==> config.mk <==
export PLATFORM = sky130hd
export DESIGN_NAME = otg_irq_regs
export DESIGN_NICKNAME = d
export VERILOG_FILES = /design/src/rtl/otg_irq_pkg.sv /design/src/rtl/otg_vbus_track.sv /design/src/rtl/otg_fifo_thresh.sv /design/src/rtl/otg_irq_regfile.sv /design/src/rtl/otg_irq_regs.sv
export SDC_FILE = /design/constraint.sdc
export NUM_CORES = 1
export LEC_CHECK = 0
export BUFFER_PORTS_ARGS = -buffer_cell sky130_fd_sc_hd__buf_2
export CORE_ASPECT_RATIO = 0.75
export CORE_MARGIN = 3
export CORE_UTILIZATION = 30
export CTS_BUF_LIST = sky130_fd_sc_hd__clkbuf_4 sky130_fd_sc_hd__clkbuf_8
export DETAILED_ROUTE_END_ITERATION = 6
export PLACE_DENSITY = 0.82
export SLEW_MARGIN = 5
export SYNTH_ARGS = -nofsm -noshare
export SYNTH_HDL_FRONTEND = slang
export SYNTH_SLANG_ARGS = --single-unit
==> constraint.sdc <==
create_clock -name clk -period 1.67 [get_ports clk]
set_clock_uncertainty 0.15 [all_clocks]
set_input_delay 0.334 -clock clk [delete_from_list [all_inputs] [get_ports clk]]
set_output_delay 0.334 -clock clk [all_outputs]
set_load 0.01 [all_outputs]
==> src/rtl/otg_irq_pkg.sv <==
package otg_irq_pkg;

    // Field positions decoded by software.
    localparam int SESS_END_BIT = 2;
    localparam int PTX_LVL_BIT  = 8;
    localparam int NP_LVL_BIT   = 7;
    localparam int GMASK_BIT    = 0;

    typedef enum logic {
        SEL_STATUS = 1'b0,
        SEL_CONFIG = 1'b1
    } reg_sel_e;

    typedef enum logic {
        VB_ABSENT  = 1'b0,
        VB_PRESENT = 1'b1
    } vbus_state_e;

    typedef struct packed {
        logic ptx_full_lvl;
        logic np_full_lvl;
        logic gmask;
    } cfg_t;

endpackage

==> src/rtl/otg_vbus_track.sv <==
module otg_vbus_track
    import otg_irq_pkg::*;
#(
    parameter int SYNC_STAGES = 2
) (
    input  logic clk,
    input  logic rst_n,
    input  logic vbus_async,
    output logic vbus_sync,
    output logic sess_set
);

    logic [SYNC_STAGES-1:0] sync_q;
    vbus_state_e            state_q;
    vbus_state_e            state_d;

    always_ff @(posedge clk or negedge rst_n) begin
        if (!rst_n) begin
            sync_q <= '0;
        end else begin
            sync_q <= {sync_q[SYNC_STAGES-2:0], vbus_async};
        end
    end

    assign vbus_sync = sync_q[SYNC_STAGES-1];

    // State register
    always_ff @(posedge clk or negedge rst_n) begin
        if (!rst_n) begin
            state_q <= VB_ABSENT;
        end else begin
            state_q <= state_d;
        end
    end

    // Next state
    always_comb begin
        state_d = state_q;
        unique case (state_q)
            VB_ABSENT:  if (vbus_sync)  state_d = VB_PRESENT;
            VB_PRESENT: if (!vbus_sync) state_d = VB_ABSENT;
            default:    state_d = VB_ABSENT;
        endcase
    end

    // Outputs
    always_comb begin
        sess_set = 1'b0;
        unique case (state_q)
            VB_ABSENT:  sess_set = 1'b0;
            VB_PRESENT: sess_set = !vbus_sync;
            default:    sess_set = 1'b0;
        endcase
    end

endmodule

==> src/rtl/otg_fifo_thresh.sv <==
module otg_fifo_thresh #(
    parameter  int DEPTH  = 16,
    localparam int FILL_W = $clog2(DEPTH + 1)
) (
    input  logic [FILL_W-1:0] fill,
    input  logic              full_lvl,
    input  logic              active,
    output logic              empty_flag
);

    // Free space >= DEPTH/2  <=>  fill <= DEPTH - DEPTH/2
    localparam logic [FILL_W-1:0] HALF_LIMIT = FILL_W'(DEPTH - DEPTH / 2);

    logic half_met;
    logic full_met;

    assign half_met   = (fill <= HALF_LIMIT);
    assign full_met   = (fill == '0);
    assign empty_flag = active && (full_lvl ? full_met : half_met);

endmodule

==> src/rtl/otg_irq_regfile.sv <==
module otg_irq_regfile
    import otg_irq_pkg::*;
#(
    parameter int DATA_W = 32
) (
    input  logic              clk,
    input  logic              rst_n,
    input  logic              wr_en,
    input  logic              reg_sel,
    input  logic [DATA_W-1:0] wr_data,
    input  logic              sess_set,
    input  logic              ptx_flag,
    input  logic              np_flag,
    output logic [DATA_W-1:0] rd_data,
    output cfg_t              cfg_q,
    output logic              sess_end_q,
    output logic              irq_q
);

    logic sess_clr;
    logic cfg_we;
    logic irq_d;

    assign sess_clr = wr_en && (reg_sel == SEL_STATUS) && wr_data[SESS_END_BIT];
    assign cfg_we   = wr_en && (reg_sel == SEL_CONFIG);

    always_ff @(posedge clk or negedge rst_n) begin
        if (!rst_n) begin
            sess_end_q <= 1'b0;
        end else if (sess_set) begin
            sess_end_q <= 1'b1;
        end else if (sess_clr) begin
            sess_end_q <= 1'b0;
        end
    end

    always_ff @(posedge clk or negedge rst_n) begin
        if (!rst_n) begin
            cfg_q <= '0;
        end else if (cfg_we) begin
            cfg_q.ptx_full_lvl <= wr_data[PTX_LVL_BIT];
            cfg_q.np_full_lvl  <= wr_data[NP_LVL_BIT];
            cfg_q.gmask        <= wr_data[GMASK_BIT];
        end
    end

    assign irq_d = cfg_q.gmask && (sess_end_q || ptx_flag || np_flag);

    always_ff @(posedge clk or negedge rst_n) begin
        if (!rst_n) begin
            irq_q <= 1'b0;
        end else begin
            irq_q <= irq_d;
        end
    end

    always_comb begin
        rd_data = '0;
        unique case (reg_sel)
            SEL_STATUS: rd_data[SESS_END_BIT] = sess_end_q;
            SEL_CONFIG: begin
                rd_data[PTX_LVL_BIT] = cfg_q.ptx_full_lvl;
                rd_data[NP_LVL_BIT]  = cfg_q.np_full_lvl;
                rd_data[GMASK_BIT]   = cfg_q.gmask;
            end
            default: rd_data = '0;
        endcase
    end

endmodule

==> src/rtl/otg_irq_regs.sv <==
module otg_irq_regs
    import otg_irq_pkg::*;
#(
    parameter  int DATA_W      = 32,
    parameter  int FIFO_DEPTH  = 16,
    parameter  int SYNC_STAGES = 2,
    localparam int FILL_W      = $clog2(FIFO_DEPTH + 1)
) (
    input  logic              clk,
    input  logic              rst_n,
    input  logic              wr_en,
    input  logic              reg_sel,
    input  logic [DATA_W-1:0] wr_data,
    output logic [DATA_W-1:0] rd_data,
    input  logic              vbus_valid,
    input  logic              host_mode,
    input  logic [FILL_W-1:0] ptx_fill,
    input  logic [FILL_W-1:0] nptx_fill,
    input  logic [FILL_W-1:0] inep_fill,
    output logic              ptx_empty,
    output logic              np_empty,
    output logic              irq_out
);

    localparam int N_CH = 2;
    localparam int CH_P = 0;
    localparam int CH_N = 1;

    logic              sess_set;
    logic              vbus_sync;
    logic              sess_end_q;
    cfg_t              cfg_q;
    logic [FILL_W-1:0] ch_fill   [N_CH];
    logic [N_CH-1:0]   ch_lvl;
    logic [N_CH-1:0]   ch_active;
    logic [N_CH-1:0]   ch_flag;

    otg_vbus_track #(.SYNC_STAGES(SYNC_STAGES)) u_vbus (
        .clk        (clk),
        .rst_n      (rst_n),
        .vbus_async (vbus_valid),
        .vbus_sync  (vbus_sync),
        .sess_set   (sess_set)
    );

    // Per-channel routing: periodic is host-only, the other FIFO follows mode.
    assign ch_fill[CH_P]   = ptx_fill;
    assign ch_lvl[CH_P]    = cfg_q.ptx_full_lvl;
    assign ch_active[CH_P] = host_mode;
    assign ch_fill[CH_N]   = host_mode ? nptx_fill : inep_fill;
    assign ch_lvl[CH_N]    = cfg_q.np_full_lvl;
    assign ch_active[CH_N] = 1'b1;

    for (genvar g = 0; g < N_CH; g++) begin : g_thresh
        otg_fifo_thresh #(.DEPTH(FIFO_DEPTH)) u_thr (
            .fill       (ch_fill[g]),
            .full_lvl   (ch_lvl[g]),
            .active     (ch_active[g]),
            .empty_flag (ch_flag[g])
        );
    end

    assign ptx_empty = ch_flag[CH_P];
    assign np_empty  = ch_flag[CH_N];

    otg_irq_regfile #(.DATA_W(DATA_W)) u_regs (
        .clk        (clk),
        .rst_n      (rst_n),
        .wr_en      (wr_en),
        .reg_sel    (reg_sel),
        .wr_data    (wr_data),
        .sess_set   (sess_set),
        .ptx_flag   (ch_flag[CH_P]),
        .np_flag    (ch_flag[CH_N]),
        .rd_data    (rd_data),
        .cfg_q      (cfg_q),
        .sess_end_q (sess_end_q),
        .irq_q      (irq_out)
    );

endmodule

# Word level (Yosys, flattened, before mapping)
# Cells that the tools add are included.
[word_totals] elab_cells=32 out_inout_bits=35 in_bits=53 ff_bits=8
[op_classes] n_bitwise=2 order_cmp=2 muxes=10 reduce_logical=11
[op_table] op="$le A5 B4 Y1 const B" n=2
[op_table] op="$logic_not A5 Y1" n=2
[op_table] op="$mux W1" n=7
[op_table] op="$logic_and A1 B1 Y1" n=5
[op_table] op="$mux W5" n=1
[op_table] op="$logic_or A1 B1 Y1" n=2
[op_table] op="$mux W2" n=1
[op_table] op="$not A1 Y1" n=2
[op_table] op="$pmux W1 S2" n=1
[op_table] op="$reduce_bool A2 Y1" n=1
[op_table] op="$logic_not A1 Y1" n=1

# Longest topological paths before layout
[depth] word_depth=6 mapped_depth=3

# Cells and area by module
# A second synthesis with hierarchy kept.
[hier_totals] cells_unflattened=61 hier_area_um2=628.1
[by_module_without_submodules] mod="otg_irq_regfile" instances=1 cells_per_inst=45 area_per_inst_um2=434.2 seq_area_each_um2=125.1
[by_module_without_submodules] mod="otg_vbus_track" instances=1 cells_per_inst=4 area_per_inst_um2=88.8 seq_area_each_um2=75.1
[by_module_without_submodules] mod="otg_irq_regs" instances=1 cells_per_inst=6 area_per_inst_um2=60.1 seq_area_each_um2=0.0
[by_module_without_submodules] mod="otg_fifo_thresh" instances=2 cells_per_inst=3 area_per_inst_um2=22.5 seq_area_each_um2=0.0

# Worst setup path after synthesis
# OpenSTA, ideal clock, no wires.
[synth_path] kind="reg-to-output" from="register, netlist name u_regs.cfg_q[2]" to="output ptx_empty" slack_ns=0.216 arrival_ns=0.970 n_path_buf=0 path_stages_with_launch=3 cell_sequence="dfrtp_1 > a2111oi_2 > o211a_1"
[synth_via] elab_chain_len=2
[synth_lines] item="$mux W1" line="otg_fifo_thresh.sv:19" source="assign empty_flag = active && (full_lvl ? full_met : half_met);"
[synth_lines] item="$logic_and A1 B1 Y1" line="otg_fifo_thresh.sv:19"
[synth_lines] item="end: declaration" line="otg_irq_regs.sv:20" source="output logic ptx_empty,"
# Every way passes these cells.

# Worst setup path after layout
[layout_path] from="register, netlist name u_regs.cfg_q[2]" to="output ptx_empty"
[layout_via] elab_chain_len=2
[layout_lines] item="$mux W1" line="otg_fifo_thresh.sv:19"
[layout_lines] item="$logic_and A1 B1 Y1" line="otg_fifo_thresh.sv:19"
# Every way passes these cells.

==> flow_summary.ini <==
[yosys]
syn_area_um2 = 581.8
synth-simple-area-share_pct = 8.172
yosys_warnings = 0
synth_cells = 60
synthAdderAreaFrac_pct = 0
seq_area_frac_synth_pct = 34.41
synth_compound_area_share_pct = 13.55
synth_top_family_by_area = buffers and inverters
syn_area_per_cell_um2 = 9.697
synth_seq_cells = 8
synth_xor_area_share_pct = 0
synth_mux_area_share_pct = 5.806
synth_cell_types = 17

[floorplanning]
die_area_mm2 = 0.002509
fp-row-count = 13
io_pins = 88
dieWidth_um = 56.85
die_h_um = 44.14
start_util_pct = 32.52
core-area_mm2 = 0.001789

[cts]
insertion_delay_ns = 0.25
cts_sinks = 8
cts_max_level = 1
cts_root_buffer = clkbuf_4
tritoncts = yes
clockBufferDepth = 2
cts_buffers = 3
path_clk_slew_ns = 0.05

[layout]
diodes = 0
nNetsFinal = 153
final_cell_mix = buf_2 (30), conb_1 (28), dfrtp_1 (7)
seq_area_um2 = 201.4
final_cells = 120
nFillCells = 185
final_layout_size_suffix_gt1_share_pct = 46.94
syn_to_final_growth_pct = 27.96
multi_input_area_um2 = 284.0
final_core_utilization_pct = 41.61
final_common_cell = buf_2

[timing]
clock.fmax_mhz = 568.6
final_hold_viol_count = 0
setup_viol = 1
rsz0062_at_grt = yes
fin_crit_sh_pct = 105.3
final-max-slew-violation-count = 0
fin_tns_setup_ns = -0.08881
fin_crit_ns = 1.759
finalWorstSetupSlack_ns = -0.08881

[route]
routed_wl_um = 1209
drt-initial-drc-count = 3
remaining_drc_errors = 0
vias = 473
routed_via_density = 3.942
wl_per_cell_um = 10.08
ant_nets = 0
first_pass_iters = 4

[worst_setup_path]
path_cells = a2111oi_4 -> o211a_1 -> buf_2
crit_buf_inv = 1
path_class = reg -> out
cp_slowest_cell = dfrtp_1
rrSetupSlack_ns = 0.20
worst_ep_arrival_time_ns = 1.27
critPathLaunchType = flop
critPathTopFamily = compound AO/OA/AOI/OAI gates
critical-path-max-stage-delay_ns = 0.41
rr_startpoint = u_regs.cfg_q[2]
r2r-end = u_regs.irq_q
crit_fanout = 2
reg2reg_depth = 5
worstSetupEndpointType = output port
cp.required_ns = 1.19

[power_and_ir_drop]
leakage_nw = 0.4257
power_density_mw_per_mm2 = 723.9
seqPwrFrac_pct = 43.2
total_power_uw = 538.9
swShare_pct = 30.43
netSwitchingPower_uw = 164.0
pwr-share-clk_pct = 27.1
vdd.ir_drop.worst_uv = 370.5
internal_power_uw = 374.9
combPwrFrac_pct = 29.7

[global_route]
antenna_found_initial = 0
grt_pass1_wl_um = 1869
gr-total-overflow = 0
grt_use_total_pct = 9.832
grt_pass1_vias = 461
grt_max_degree = 9

[placed_design]
portBuffers = 31
placed_cells = 112
dp.final_hpwl_um = 910.5
place.gp.congestion = 0.6961

[min_path]
hp-start = vbus_valid
hold_class = in -> reg
min_to = u_vbus.sync_q[0]
whs_path_depth = 1

[status]
status = complete, but fails checks
failed_checks = setup timing

[run]
max_cap_viol_count = 0
-- layer usage --
layer  vias up  global-route usage (%)  routed length [um]  part of all wire, %
li1        221                       -                   -                    -
met1       216                   9.735                 376                   31
met2        33                   19.35                 691                   57
met3         3                   2.041                 119                  9.8
met4         0                   5.556                  21                  1.7
met5         -                       0                   0                    0
-- cell type report --
cell class              instances  area share, %
clock buffers                   3          3.025
inverters                       2          1.008
well taps                      22          3.697
repair buffers                 36          27.06
multi-input cells              49          38.15
flip-flops and latches          8          27.06
-- synth_stat cells (all sizes together) --
cell type	count	area [um2]
mux2	3	33.78
a2111oi	1	15.01
buf	28	210.2
o21ai	2	10.01
nand2	3	11.26
nor2b	2	12.51
o211a	1	10.01
a211oi	1	7.510
dfrtp	8	200.2
o32ai	2	17.52
conb	1	3.750
and2	3	20.02
nor2	1	3.750
inv	2	7.510
o31a	1	8.760
a32o	1	10.01
-- how the worst max path moves through the flow --
stage	from	cells past startpoint	end	slack, ns
finish	u_regs.cfg_q[2]	3	ptx_empty	-0.09
global route	u_regs.cfg_q[2]	3	ptx_empty	-0.16
CTS	u_regs.cfg_q[2]	3	ptx_empty	-0.07
detailed placement	ptx_fill[1]	4	ptx_empty	0.07
global placement	ptx_fill[1]	4	ptx_empty	0.09
floorplan	u_regs.cfg_q[2]	2	ptx_empty	0.22
-- power groups by stage --
stage               Clock, mW  Sequential (mW)  Combinational (mW)
finish                  0.146            0.233               0.160
global route            0.168            0.235               0.176
CTS                     0.150            0.230               0.152
detailed placement          0            0.235               0.130
global placement            0            0.234               0.127
floorplan                   0            0.233               0.122
-- stage by stage --
stage / setup slack, ns / hold WS (ns) / area [um2]
6_report: -0.08881 / 0.03621 / 744.5
5_1_grt: -0.1590 / 0.01997 / 744.5
4_1_cts: -0.06999 / 0.02989 / 724.4
3_5_place_dp: 0.07325 / 0.03136 / 655.6
3_3_place_gp: 0.08669 / 0.02612 / 655.6
2_1_floorplan: 0.2163 / -0.1116 / 683.2
-- cell families (layout without fill, tap and decap cells) --
| family | count (synthesis) | in the layout |
|---|---|---|
| simple gates | 9 | 9 |
| compound gates | 9 | 9 |
| buf+inv | 30 | 41 |
| mux | 3 | 3 |
| flops | 8 | 8 |
| other cells | 1 | 28 |
-- registers in the layout (all words and copies together) (netlist names) --
signal and flops:
u_regs.cfg_q 3, u_regs.sess_end_q 1, u_vbus.sync_q 2, u_regs.irq_q 1, u_vbus.state_q 1
-- repair_timing --
action,4_1_cts,5_1_grt
pin swaps,4,0
resized for setup,2,3
hold buffers,1,0
endpoints found under the hold margin,8,0
setup endpoints to repair,2,2
buffers inserted,4,0
Power figures use the tool's default switching activity.
